File: src/rtl/cds_avg_pkg.sv
package cds_avg_pkg;

    typedef enum logic {
        KIND_RST = 1'b0,
        KIND_INT = 1'b1
    } sample_kind_e;

endpackage

File: src/rtl/cds_pair.sv
module cds_pair
    import cds_avg_pkg::*;
#(
    parameter int CODE_W = 13,
    localparam int DIFF_W = CODE_W + 1
) (
    input  logic                     clk,
    input  logic                     rst_n,
    input  logic                     sof_i,
    input  logic                     vld_i,
    input  logic                     kind_i,
    input  logic [CODE_W-1:0]        code_i,
    output logic                     diff_vld_o,
    output logic signed [DIFF_W-1:0] diff_o,
    output logic                     err_o
);

    localparam int MAX_MAG = (1 << CODE_W) - 1;

    typedef struct packed {
        logic              pend;
        logic [CODE_W-1:0] hold;
        logic              dvld;
        logic [DIFF_W-1:0] diff;
        logic              err;
    } pair_st_t;

    pair_st_t st_d, st_q;
    logic signed [DIFF_W-1:0] diff_calc;

    always_comb begin
        diff_calc = $signed({1'b0, st_q.hold}) - $signed({1'b0, code_i});
        st_d      = st_q;
        st_d.dvld = 1'b0;
        if (sof_i) begin
            st_d.pend = 1'b0;
            st_d.err  = 1'b0;
        end else if (vld_i) begin
            if (kind_i == KIND_RST) begin
                st_d.hold = code_i;
                st_d.pend = 1'b1;
            end else if (st_q.pend) begin
                st_d.diff = diff_calc;
                st_d.dvld = 1'b1;
                st_d.pend = 1'b0;
            end else begin
                st_d.err = 1'b1;
            end
        end
    end

    always_ff @(posedge clk or negedge rst_n) begin
        if (!rst_n) begin
            st_q <= '0;
        end else begin
            st_q <= st_d;
        end
    end

    assign diff_vld_o = st_q.dvld;
    assign diff_o     = $signed(st_q.diff);
    assign err_o      = st_q.err;

    AST_DIFF_RANGE: assert property (@(posedge clk) disable iff (!rst_n)
        diff_vld_o |-> (diff_o <= MAX_MAG && diff_o >= -MAX_MAG));

    AST_ORPHAN_DROP: assert property (@(posedge clk) disable iff (!rst_n)
        (vld_i && kind_i == KIND_INT && !st_q.pend && !sof_i) |=> (!diff_vld_o && err_o));

    AST_PAIR_SOF_CLEAR: assert property (@(posedge clk) disable iff (!rst_n)
        sof_i |=> (!st_q.pend && !err_o && !diff_vld_o));

endmodule

File: src/rtl/cds_accum.sv
module cds_accum #(
    parameter int DIFF_W   = 14,
    parameter int MAX_LOG2 = 6,
    localparam int LOG_W   = $clog2(MAX_LOG2 + 1),
    localparam int CNT_W   = (MAX_LOG2 < 1) ? 1 : MAX_LOG2,
    localparam int ACC_W   = DIFF_W + MAX_LOG2,
    localparam int EXT_W   = ACC_W - DIFF_W
) (
    input  logic                     clk,
    input  logic                     rst_n,
    input  logic                     sof_i,
    input  logic [LOG_W-1:0]         log2_cfg_i,
    input  logic                     diff_vld_i,
    input  logic signed [DIFF_W-1:0] diff_i,
    output logic                     avg_vld_o,
    output logic signed [DIFF_W-1:0] avg_o
);

    typedef struct packed {
        logic [LOG_W-1:0]  k;
        logic [CNT_W-1:0]  cnt;
        logic [ACC_W-1:0]  acc;
        logic              avg_vld;
        logic [DIFF_W-1:0] avg;
    } acc_st_t;

    acc_st_t st_d, st_q;

    logic [LOG_W-1:0]         k_clamped;
    logic [CNT_W:0]           one_hot;
    logic [CNT_W-1:0]         tgt;
    logic [ACC_W-1:0]         diff_ext;
    logic signed [ACC_W-1:0]  sum;
    logic signed [ACC_W-1:0]  shifted;

    generate
        if (EXT_W > 0) begin : g_ext
            assign diff_ext = {{EXT_W{diff_i[DIFF_W-1]}}, diff_i};
        end else begin : g_noext
            assign diff_ext = diff_i;
        end
    endgenerate

    always_comb begin
        k_clamped = (log2_cfg_i > LOG_W'(MAX_LOG2)) ? LOG_W'(MAX_LOG2) : log2_cfg_i;
        one_hot   = (CNT_W + 1)'(1) << st_q.k;
        tgt       = CNT_W'(one_hot - (CNT_W + 1)'(1));
        sum       = $signed(st_q.acc) + $signed(diff_ext);
        shifted   = sum >>> st_q.k;

        st_d         = st_q;
        st_d.avg_vld = 1'b0;
        if (sof_i) begin
            st_d.acc = '0;
            st_d.cnt = '0;
            st_d.k   = k_clamped;
        end else if (diff_vld_i) begin
            if (st_q.cnt == tgt) begin
                st_d.avg_vld = 1'b1;
                st_d.avg     = DIFF_W'(shifted);
                st_d.acc     = '0;
                st_d.cnt     = '0;
            end else begin
                st_d.acc = sum;
                st_d.cnt = st_q.cnt + CNT_W'(1);
            end
        end
    end

    always_ff @(posedge clk or negedge rst_n) begin
        if (!rst_n) begin
            st_q <= '0;
        end else begin
            st_q <= st_d;
        end
    end

    assign avg_vld_o = st_q.avg_vld;
    assign avg_o     = $signed(st_q.avg);

    AST_CNT_BOUND: assert property (@(posedge clk) disable iff (!rst_n)
        st_q.cnt <= tgt);

    AST_K_LIMIT: assert property (@(posedge clk) disable iff (!rst_n)
        st_q.k <= LOG_W'(MAX_LOG2));

    AST_AVG_NEEDS_DIFF: assert property (@(posedge clk) disable iff (!rst_n)
        avg_vld_o |-> $past(diff_vld_i));

    AST_ACC_SOF_CLEAR: assert property (@(posedge clk) disable iff (!rst_n)
        sof_i |=> (st_q.cnt == '0 && st_q.acc == '0 && !avg_vld_o));

endmodule

File: src/rtl/cds_delta.sv
module cds_delta #(
    parameter int DIFF_W = 14,
    localparam int RES_W = DIFF_W + 1
) (
    input  logic                     clk,
    input  logic                     rst_n,
    input  logic                     sof_i,
    input  logic                     mode_cfg_i,
    input  logic                     avg_vld_i,
    input  logic signed [DIFF_W-1:0] avg_i,
    output logic                     res_vld_o,
    output logic signed [RES_W-1:0]  res_o
);

    typedef struct packed {
        logic              mode;
        logic [DIFF_W-1:0] prev;
        logic              rvld;
        logic [RES_W-1:0]  res;
    } dlt_st_t;

    dlt_st_t st_d, st_q;
    logic signed [RES_W-1:0] avg_ext;
    logic signed [RES_W-1:0] prev_ext;

    always_comb begin
        avg_ext  = $signed({avg_i[DIFF_W-1], avg_i});
        prev_ext = $signed({st_q.prev[DIFF_W-1], st_q.prev});

        st_d      = st_q;
        st_d.rvld = 1'b0;
        if (sof_i) begin
            st_d.prev = '0;
            st_d.mode = mode_cfg_i;
        end else if (avg_vld_i) begin
            st_d.rvld = 1'b1;
            st_d.prev = avg_i;
            st_d.res  = st_q.mode ? (avg_ext - prev_ext) : avg_ext;
        end
    end

    always_ff @(posedge clk or negedge rst_n) begin
        if (!rst_n) begin
            st_q <= '0;
        end else begin
            st_q <= st_d;
        end
    end

    assign res_vld_o = st_q.rvld;
    assign res_o     = $signed(st_q.res);

    AST_RES_FROM_AVG: assert property (@(posedge clk) disable iff (!rst_n)
        res_vld_o |-> $past(avg_vld_i));

    AST_PLAIN_PASS: assert property (@(posedge clk) disable iff (!rst_n)
        (res_vld_o && !st_q.mode) |-> (res_o == $signed({$past(avg_i[DIFF_W-1]), $past(avg_i)})));

    AST_DELTA_SOF_CLEAR: assert property (@(posedge clk) disable iff (!rst_n)
        sof_i |=> (st_q.prev == '0 && !res_vld_o));

endmodule

File: src/rtl/cds_avg_accum.sv
module cds_avg_accum #(
    parameter int CODE_W   = 13,
    parameter int MAX_LOG2 = 6,
    localparam int LOG_W   = $clog2(MAX_LOG2 + 1),
    localparam int DIFF_W  = CODE_W + 1,
    localparam int RES_W   = DIFF_W + 1
) (
    input  logic                    clk,
    input  logic                    rst_n,
    input  logic                    sof_i,
    input  logic                    code_vld_i,
    input  logic                    code_kind_i,
    input  logic [CODE_W-1:0]       code_i,
    input  logic [LOG_W-1:0]        avg_log2_i,
    input  logic                    delta_mode_i,
    output logic                    res_vld_o,
    output logic signed [RES_W-1:0] res_o,
    output logic                    orphan_err_o
);

    logic                     diff_vld;
    logic signed [DIFF_W-1:0] diff;
    logic                     avg_vld;
    logic signed [DIFF_W-1:0] avg;

    cds_pair #(
        .CODE_W (CODE_W)
    ) pair_i (
        .clk        (clk),
        .rst_n      (rst_n),
        .sof_i      (sof_i),
        .vld_i      (code_vld_i),
        .kind_i     (code_kind_i),
        .code_i     (code_i),
        .diff_vld_o (diff_vld),
        .diff_o     (diff),
        .err_o      (orphan_err_o)
    );

    cds_accum #(
        .DIFF_W   (DIFF_W),
        .MAX_LOG2 (MAX_LOG2)
    ) accum_i (
        .clk        (clk),
        .rst_n      (rst_n),
        .sof_i      (sof_i),
        .log2_cfg_i (avg_log2_i),
        .diff_vld_i (diff_vld),
        .diff_i     (diff),
        .avg_vld_o  (avg_vld),
        .avg_o      (avg)
    );

    cds_delta #(
        .DIFF_W (DIFF_W)
    ) delta_i (
        .clk        (clk),
        .rst_n      (rst_n),
        .sof_i      (sof_i),
        .mode_cfg_i (delta_mode_i),
        .avg_vld_i  (avg_vld),
        .avg_i      (avg),
        .res_vld_o  (res_vld_o),
        .res_o      (res_o)
    );

endmodule

File: config.mk
export PLATFORM = sky130hd
export DESIGN_NAME = cds_avg_accum
export DESIGN_NICKNAME = d
export VERILOG_FILES = /design/src/rtl/cds_avg_pkg.sv /design/src/rtl/cds_pair.sv /design/src/rtl/cds_accum.sv /design/src/rtl/cds_delta.sv /design/src/rtl/cds_avg_accum.sv
export SDC_FILE = /design/constraint.sdc
export NUM_CORES = 1
export LEC_CHECK = 0
export BUFFER_PORTS_ARGS = -buffer_cell sky130_fd_sc_hd__buf_4
export CAP_MARGIN = 40
export CORE_MARGIN = 1
export CORE_UTILIZATION = 41
export DETAILED_ROUTE_END_ITERATION = 12
export SLEW_MARGIN = 20
export SYNTH_ARGS = -nofsm -noshare
export SYNTH_HDL_FRONTEND = slang
export SYNTH_SLANG_ARGS = --single-unit
File: constraint.sdc
create_clock -name clk -period 3.6 [get_ports clk]
set_clock_uncertainty 0.05 [all_clocks]
set_input_delay 0.36 -clock clk [delete_from_list [all_inputs] [get_ports clk]]
set_output_delay 0.36 -clock clk [all_outputs]
set_load 0.05 [all_outputs]
After elaboration in Yosys (flattened, before gate mapping) --
Index checks and enable logic that the tools add are counted.
Storage, ports and cells: register bits 105
Operators by class: bitwise logic cells 2, multiplexer cells 19, $lt $le $gt $ge 1, $add $sub $neg 5, reductions and logical operators 9, equality and inequality tests 2, shift operators 2
Operator list (count):
- 15-bit two-way mux | 5
- 30-bit two-way mux | 2
- 26-bit two-way mux | 2
- 41-bit two-way mux | 1
- 16-bit two-way mux | 2
- 20-bit by 14-bit adder with 20-bit output | 1
- 20-bit by 3-bit >>> shifter with 14-bit output | 1
- 14-bit by 14-bit subtractor with 15-bit output | 1
- 14-bit two-way mux | 1
- 13-bit by 13-bit subtractor with 14-bit output | 1
- 13-bit two-way mux | 1
- 3-bit AND reduction | 3
- 2-bit nonzero test | 4
- 6-bit by 1-bit adder with 6-bit output (second input constant) | 1
- 6-bit == test | 1
- 1-bit by 3-bit left shift with 6-bit output (first input constant) | 1
- 6-bit by 1-bit subtractor with 6-bit output (second input constant) | 1
- 1-bit two-way mux | 4
- 4-bit AND reduction | 1
- 3-bit greater-than comparator (second input constant) | 1
- 3-bit two-way mux | 1
- 2-bit != test (second input constant) | 1
- 1-bit NOT | 2
- 2-bit AND reduction | 1

Logic depth before layout (Yosys ltp) --
depth in word-level cells 6, depth in mapped cells 15, depth with buffers taken out 13

Cells and area by module --
A second synthesis with hierarchy kept.
Unflattened totals: cells, all modules 865, area total of the unflattened synthesis 7833.8 um^2
Modules (own cells, without submodules):
- cds_accum | area an instance 3793.6 um^2, instances 1, cells an instance 443
- cds_delta | area an instance 2160.8 um^2, instances 1, cells an instance 233
- cds_pair | area an instance 1879.3 um^2, instances 1, cells an instance 189

Least setup slack after synthesis --
Ideal clock, no wire load.
kind register to register, start register accum_i.st_q[41] (netlist bit), end register accum_i.st_q, in the netlist accum_i.avg_o[9], path slack 624 ps, cell stages (with the launch flop) 15, path buffers 3, library setup time 126 ps, arrival 2800 ps, data required time 3424 ps, cell sequence dfrtp_1 -> buf_2 -> clkinv_1 -> buf_1 -> nand2_1 -> ha_1 -> nor3b_1 -> a21oi_1 -> o21ai_0 -> xor2_1 -> nor3_2 -> nand2_1 -> clkbuf_1 -> nor3_1 -> a221o_1
Between the ends: cells in the longest elaborated chain, start to end 4, elaborated cells between the ends (all ways) 5
Ends and longest elaborated chain:
- from (decl) | line cds_accum.sv:27 | acc_st_t st_d, st_q;
- from (signal assigned) | line cds_accum.sv:74 | st_q <= st_d;
- 1-bit by 3-bit left shift with 6-bit output | line cds_accum.sv:46 | one_hot = (CNT_W + 1)'(1) << st_q.k;
- 6-bit by 1-bit subtractor with 6-bit output | line cds_accum.sv:47 | tgt = CNT_W'(one_hot - (CNT_W + 1)'(1));
- 6-bit == test | line cds_accum.sv:58 | if (st_q.cnt == tgt) begin
- 3-bit AND reduction (no source line)
Several ways; a longest one is shown, not always the timed one. A chain may end at the register's enable or synchronous reset.

Final worst setup path --
start register accum_i.st_q[15] (netlist bit), end register accum_i.st_q, in the netlist accum_i.avg_o[9]
Between the ends: cells in the longest elaborated chain, start to end 2
Ends and longest elaborated chain:
- 20-bit by 14-bit adder with 20-bit output | line cds_accum.sv:48 | sum = $signed(st_q.acc) + $signed(diff_ext);
- 20-bit by 3-bit >>> shifter with 14-bit output | line cds_accum.sv:49 | shifted = sum >>> st_q.k;
No other way between the ends.

==> metrics <==
status=finished clean; synthesis-stage register bit count=roughly 110; Tightest Pin Transition=between 0.7 and 0.8 ns; initial antenna violation count=0; RSZ-0062 raised after global routing=no; Power Internal=roughly 2.4 mW; sequential element share of the synthesized area=between 30% and 40%; Die Wd=133 µm; WL/cell=~15 µm; R2R Path Start=accum_i.st_q[15]$_DFFE_PN0P_; WP data required=3.79 ns; Post-synth ARST share=100%; clock sinks=105; Reg2Reg Setup Slack=just under 0.5 ns; leading cell type in the layout, fill and taps excluded=dfrtp_1; DP HPWL=roughly 11000 µm; CP Capture Type=flop; Core Area=16700 µm²; nets=855; drt total wl=14600 µm; final hold vios=0; TritonCTS clock tree=built; simple-gate share of the synthesized area=14.1%; row count=47; Worst-path clk slew=0.07 ns; syn_area_per_cell=slightly above 9 µm²; mux share of post-synthesis cell area=about 9.3%; ant diodes=0; ANT nets after route=0; GP Congestion=about 0.83; number of fill cells=1593; Tot Pwr=between 3 and 4 mW; GRT Total Usage=between 15 and 20%; crit path max fanout=4; most frequent cells in the layout=dfrtp_1, nand2_1, o21ai_0; crit path DAT=approximately 3.3 ns; layout cell share with drive strength beyond 1=13.5%; via count=around 5.5k; H-tree Lvls=3; compound-gate portion of the synthesized area=a little under a fifth; switch share=33.6%; Worst Min Path Start=code_i[0]; leak pwr=about 3.7 nW; overall die height=133 µm; first-pass GRT wire length=approximately 25000 µm; pin count of the biggest net entering global routing=40; drt first pass iters=5; Gate power share=around 33%; Mapped Area=between 7000 and 8000 µm²; Hold Worst Slack=roughly 0.18 ns; CTS root buffer=clkbuf_16; synth-to-layout area growth=11.1%; Min Clock Period, post-route=between 3 and 4 ns; critical path class=flop to flop; P per Cell Area=between 400 and 500 nW/µm²; Tightest Hold Check Type=input pin to flop; CP Launch Type=flop; CTS max path bufs=2; DR DRC count=0; pre-CTS setup slack=between 0.5 and 0.6 ns; Layout Cells excl Fill=1006; Setup-failing EPs final=0; fin crit share=between 80% and 90%; reg2reg path depth=10; net switching power=around 1.2 mW; Post-Synth Adder-Cell Area=9.34%; hold depth=3; average vias per placed instance=approximately 5.4; Critical R2R Capture=accum_i.avg_o[9]$_DFFE_PN0P_; post-synth cell types=between 70 and 80; Initial Util=between 40% and 50%; vias in the first global route=between 5k and 6k; Clock Power Share=between 20 and 30%; post-CTS sizing=0; drt first-iter violations=306; GRT overflow=0; placed cell count=990; final-report max-slew violation count=0; Die Area=roughly 18000 µm²; Synth Flop Type=dfrtp_1; syn nets=839; clk_lat worst skew=between 0.3 and 0.4 ns; Fmax achieved=roughly 320 MHz; combinational family with the most area after synthesis=compound AO/OA/AOI/OAI gates; input/output buffers=38; total CTS buffers=9; Post-synth EDFFs=0; Max-Cap Viols=0; Hold Path Sink=pair_i.st_q[16]$_DFFE_PN0P_; Flop pwr share=between 30% and 40%; post-route setup slack=around 0.49 ns; Cells after Synth=between 700 and 800; YS warnings=0; xor and xnor area share after synthesis=under 10%; IO Pins=39; Peak VDD IR=0.267 mV; setup tns final=0 ns; Slew HR=~50%
## what timing repair did
item                                   in CTS  in global routing
hold buffers                                1                  0
endpoints found under the hold margin      33                  0
setup buffers                               0                  0
## cell usage after synthesis (all sizes together) (2+ instances only)
master   number  share of area, %
o21a          2              0.23
inv          44               2.3
a22oi         2              0.21
o311ai        2              0.50
mux2i        36               5.1
xnor2        26               3.2
or3           6              0.53
clkinv        3              0.16
nand2        83               4.4
a211o         3              0.37
nand3b        2              0.21
a41oi         2              0.35
dfrtp       105                37
nor2b        10              0.88
and3          8              0.71
a31oi         5              0.44
nand4         6              0.53
fa            3              0.85
nor3b         2              0.21
ha           48               8.5
a22o         16               2.0
clkbuf       21               1.1
mux4          5               1.6
mux2         16               2.5
a21oi        49               3.5
o21ai        75               5.4
o21bai        2              0.21
a211oi       10               1.4
xor2         15               1.9
nand2b        8              0.71
nor2         57               3.0
o31ai         2              0.21
nand4b        3              0.37
a21o         10               1.1
nand3        11              0.78
buf          26               2.3
a2111oi       5              0.88
nor3         14               1.1
o211ai        6              0.78
a21boi        3              0.32
## worst max path at each step
stage	start	endpoint	slack, ns	depth (start not counted)
5_1_grt	accum_i.st_q[15]$_DFFE_PN0P_	accum_i.avg_o[6]$_DFFE_PN0P_	0.28	11
3_3_place_gp	accum_i.st_q[15]$_DFFE_PN0P_	accum_i.avg_o[9]$_DFFE_PN0P_	0.61	10
6_report	accum_i.st_q[15]$_DFFE_PN0P_	accum_i.avg_o[9]$_DFFE_PN0P_	0.49	10
3_5_place_dp	accum_i.st_q[15]$_DFFE_PN0P_	accum_i.avg_o[10]$_DFFE_PN0P_	0.55	11
4_1_cts	accum_i.st_q[15]$_DFFE_PN0P_	accum_i.avg_o[9]$_DFFE_PN0P_	0.50	10
2_1_floorplan	accum_i.st_q[41]$_DFFE_PN0P_	accum_i.avg_o[9]$_DFFE_PN0P_	0.62	14
## state kept, by name, indices dropped and copies added, names as in the netlist
register,count
accum_i.avg_o,14
accum_i.avg_vld_o,1
pair_i.err_o,1
delta_i.res_vld_o,1
delta_i.res_o,15
pair_i.diff_o,14
pair_i.diff_vld_o,1
accum_i.st_q,29
delta_i.prev_ext,14
delta_i.st_q,1
pair_i.st_q,14
## worst max-delay path, cell delays in order, from the launching register on
cell and delay (ns):
dfrtp_1 0.40, ha_1 0.25, fa_1 0.43, a211oi_1 0.35
o211ai_2 0.18, and3_1 0.23, o211ai_1 0.28, o311ai_4 0.16
mux2i_1 0.22, a21oi_1 0.13, a221o_1 0.33
## through the flow
step / util [%] / area [µm²]
finish: 47.0 / 7860
global route: 47.0 / 7860
floorplan: - / 7070
global placement: 44.8 / 7490
CTS: 47.0 / 7860
detailed placement: 45.1 / 7530
## power by group through the flow
stage | clock network, mW | logic (mW) | registers, mW
final | 1.07 | 1.19 | 1.36
after global routing | 1.14 | 1.34 | 1.38
after CTS | 1.11 | 1.19 | 1.36
after detailed placement | 0 | 1.19 | 1.39
after global placement | 0 | 1.15 | 1.38
after floorplan | 0 | 0.922 | 1.36
## logic make-up (layout without fill, tap and decap cells)
| logic type | after synthesis | in the layout |
|---|---|---|
| adders and majority gates | 51 | 51 |
| DFF | 105 | 105 |
| buffers and inverters | 94 | 114 |
| and+or+nand+nor | 216 | 216 |
| AOI/OAI and AO/OA | 202 | 202 |
| xor gates and xnor gates | 41 | 41 |
| muxes | 57 | 57 |
## final cells by class
class / instances / area (µm²) / share of cell area, %
Multi-Input combinational cell: 567 / 4040 / 51.4
Sequential cell: 105 / 2630 / 33.4
Timing Repair Buffer: 52 / 425 / 5.41
Tap cell: 220 / 275 / 3.50
Clock buffer: 10 / 239 / 3.04
Inverter: 47 / 176 / 2.25
Clock inverter: 5 / 78.8 / 1.00
## metal layers
| metal | GRT usage, % | up-vias | share of wire, % |
|---|---|---|---|
| met5 | 0 | - | 0 |
| met4 | 6.25 | 0 | 1.6 |
| met3 | 2.13 | 18 | 2.1 |
| met2 | 30.5 | 71 | 49 |
| met1 | 22.0 | 2641 | 48 |
| li1 | - | 2732 | - |
Power figures use the tool's default switching activity.
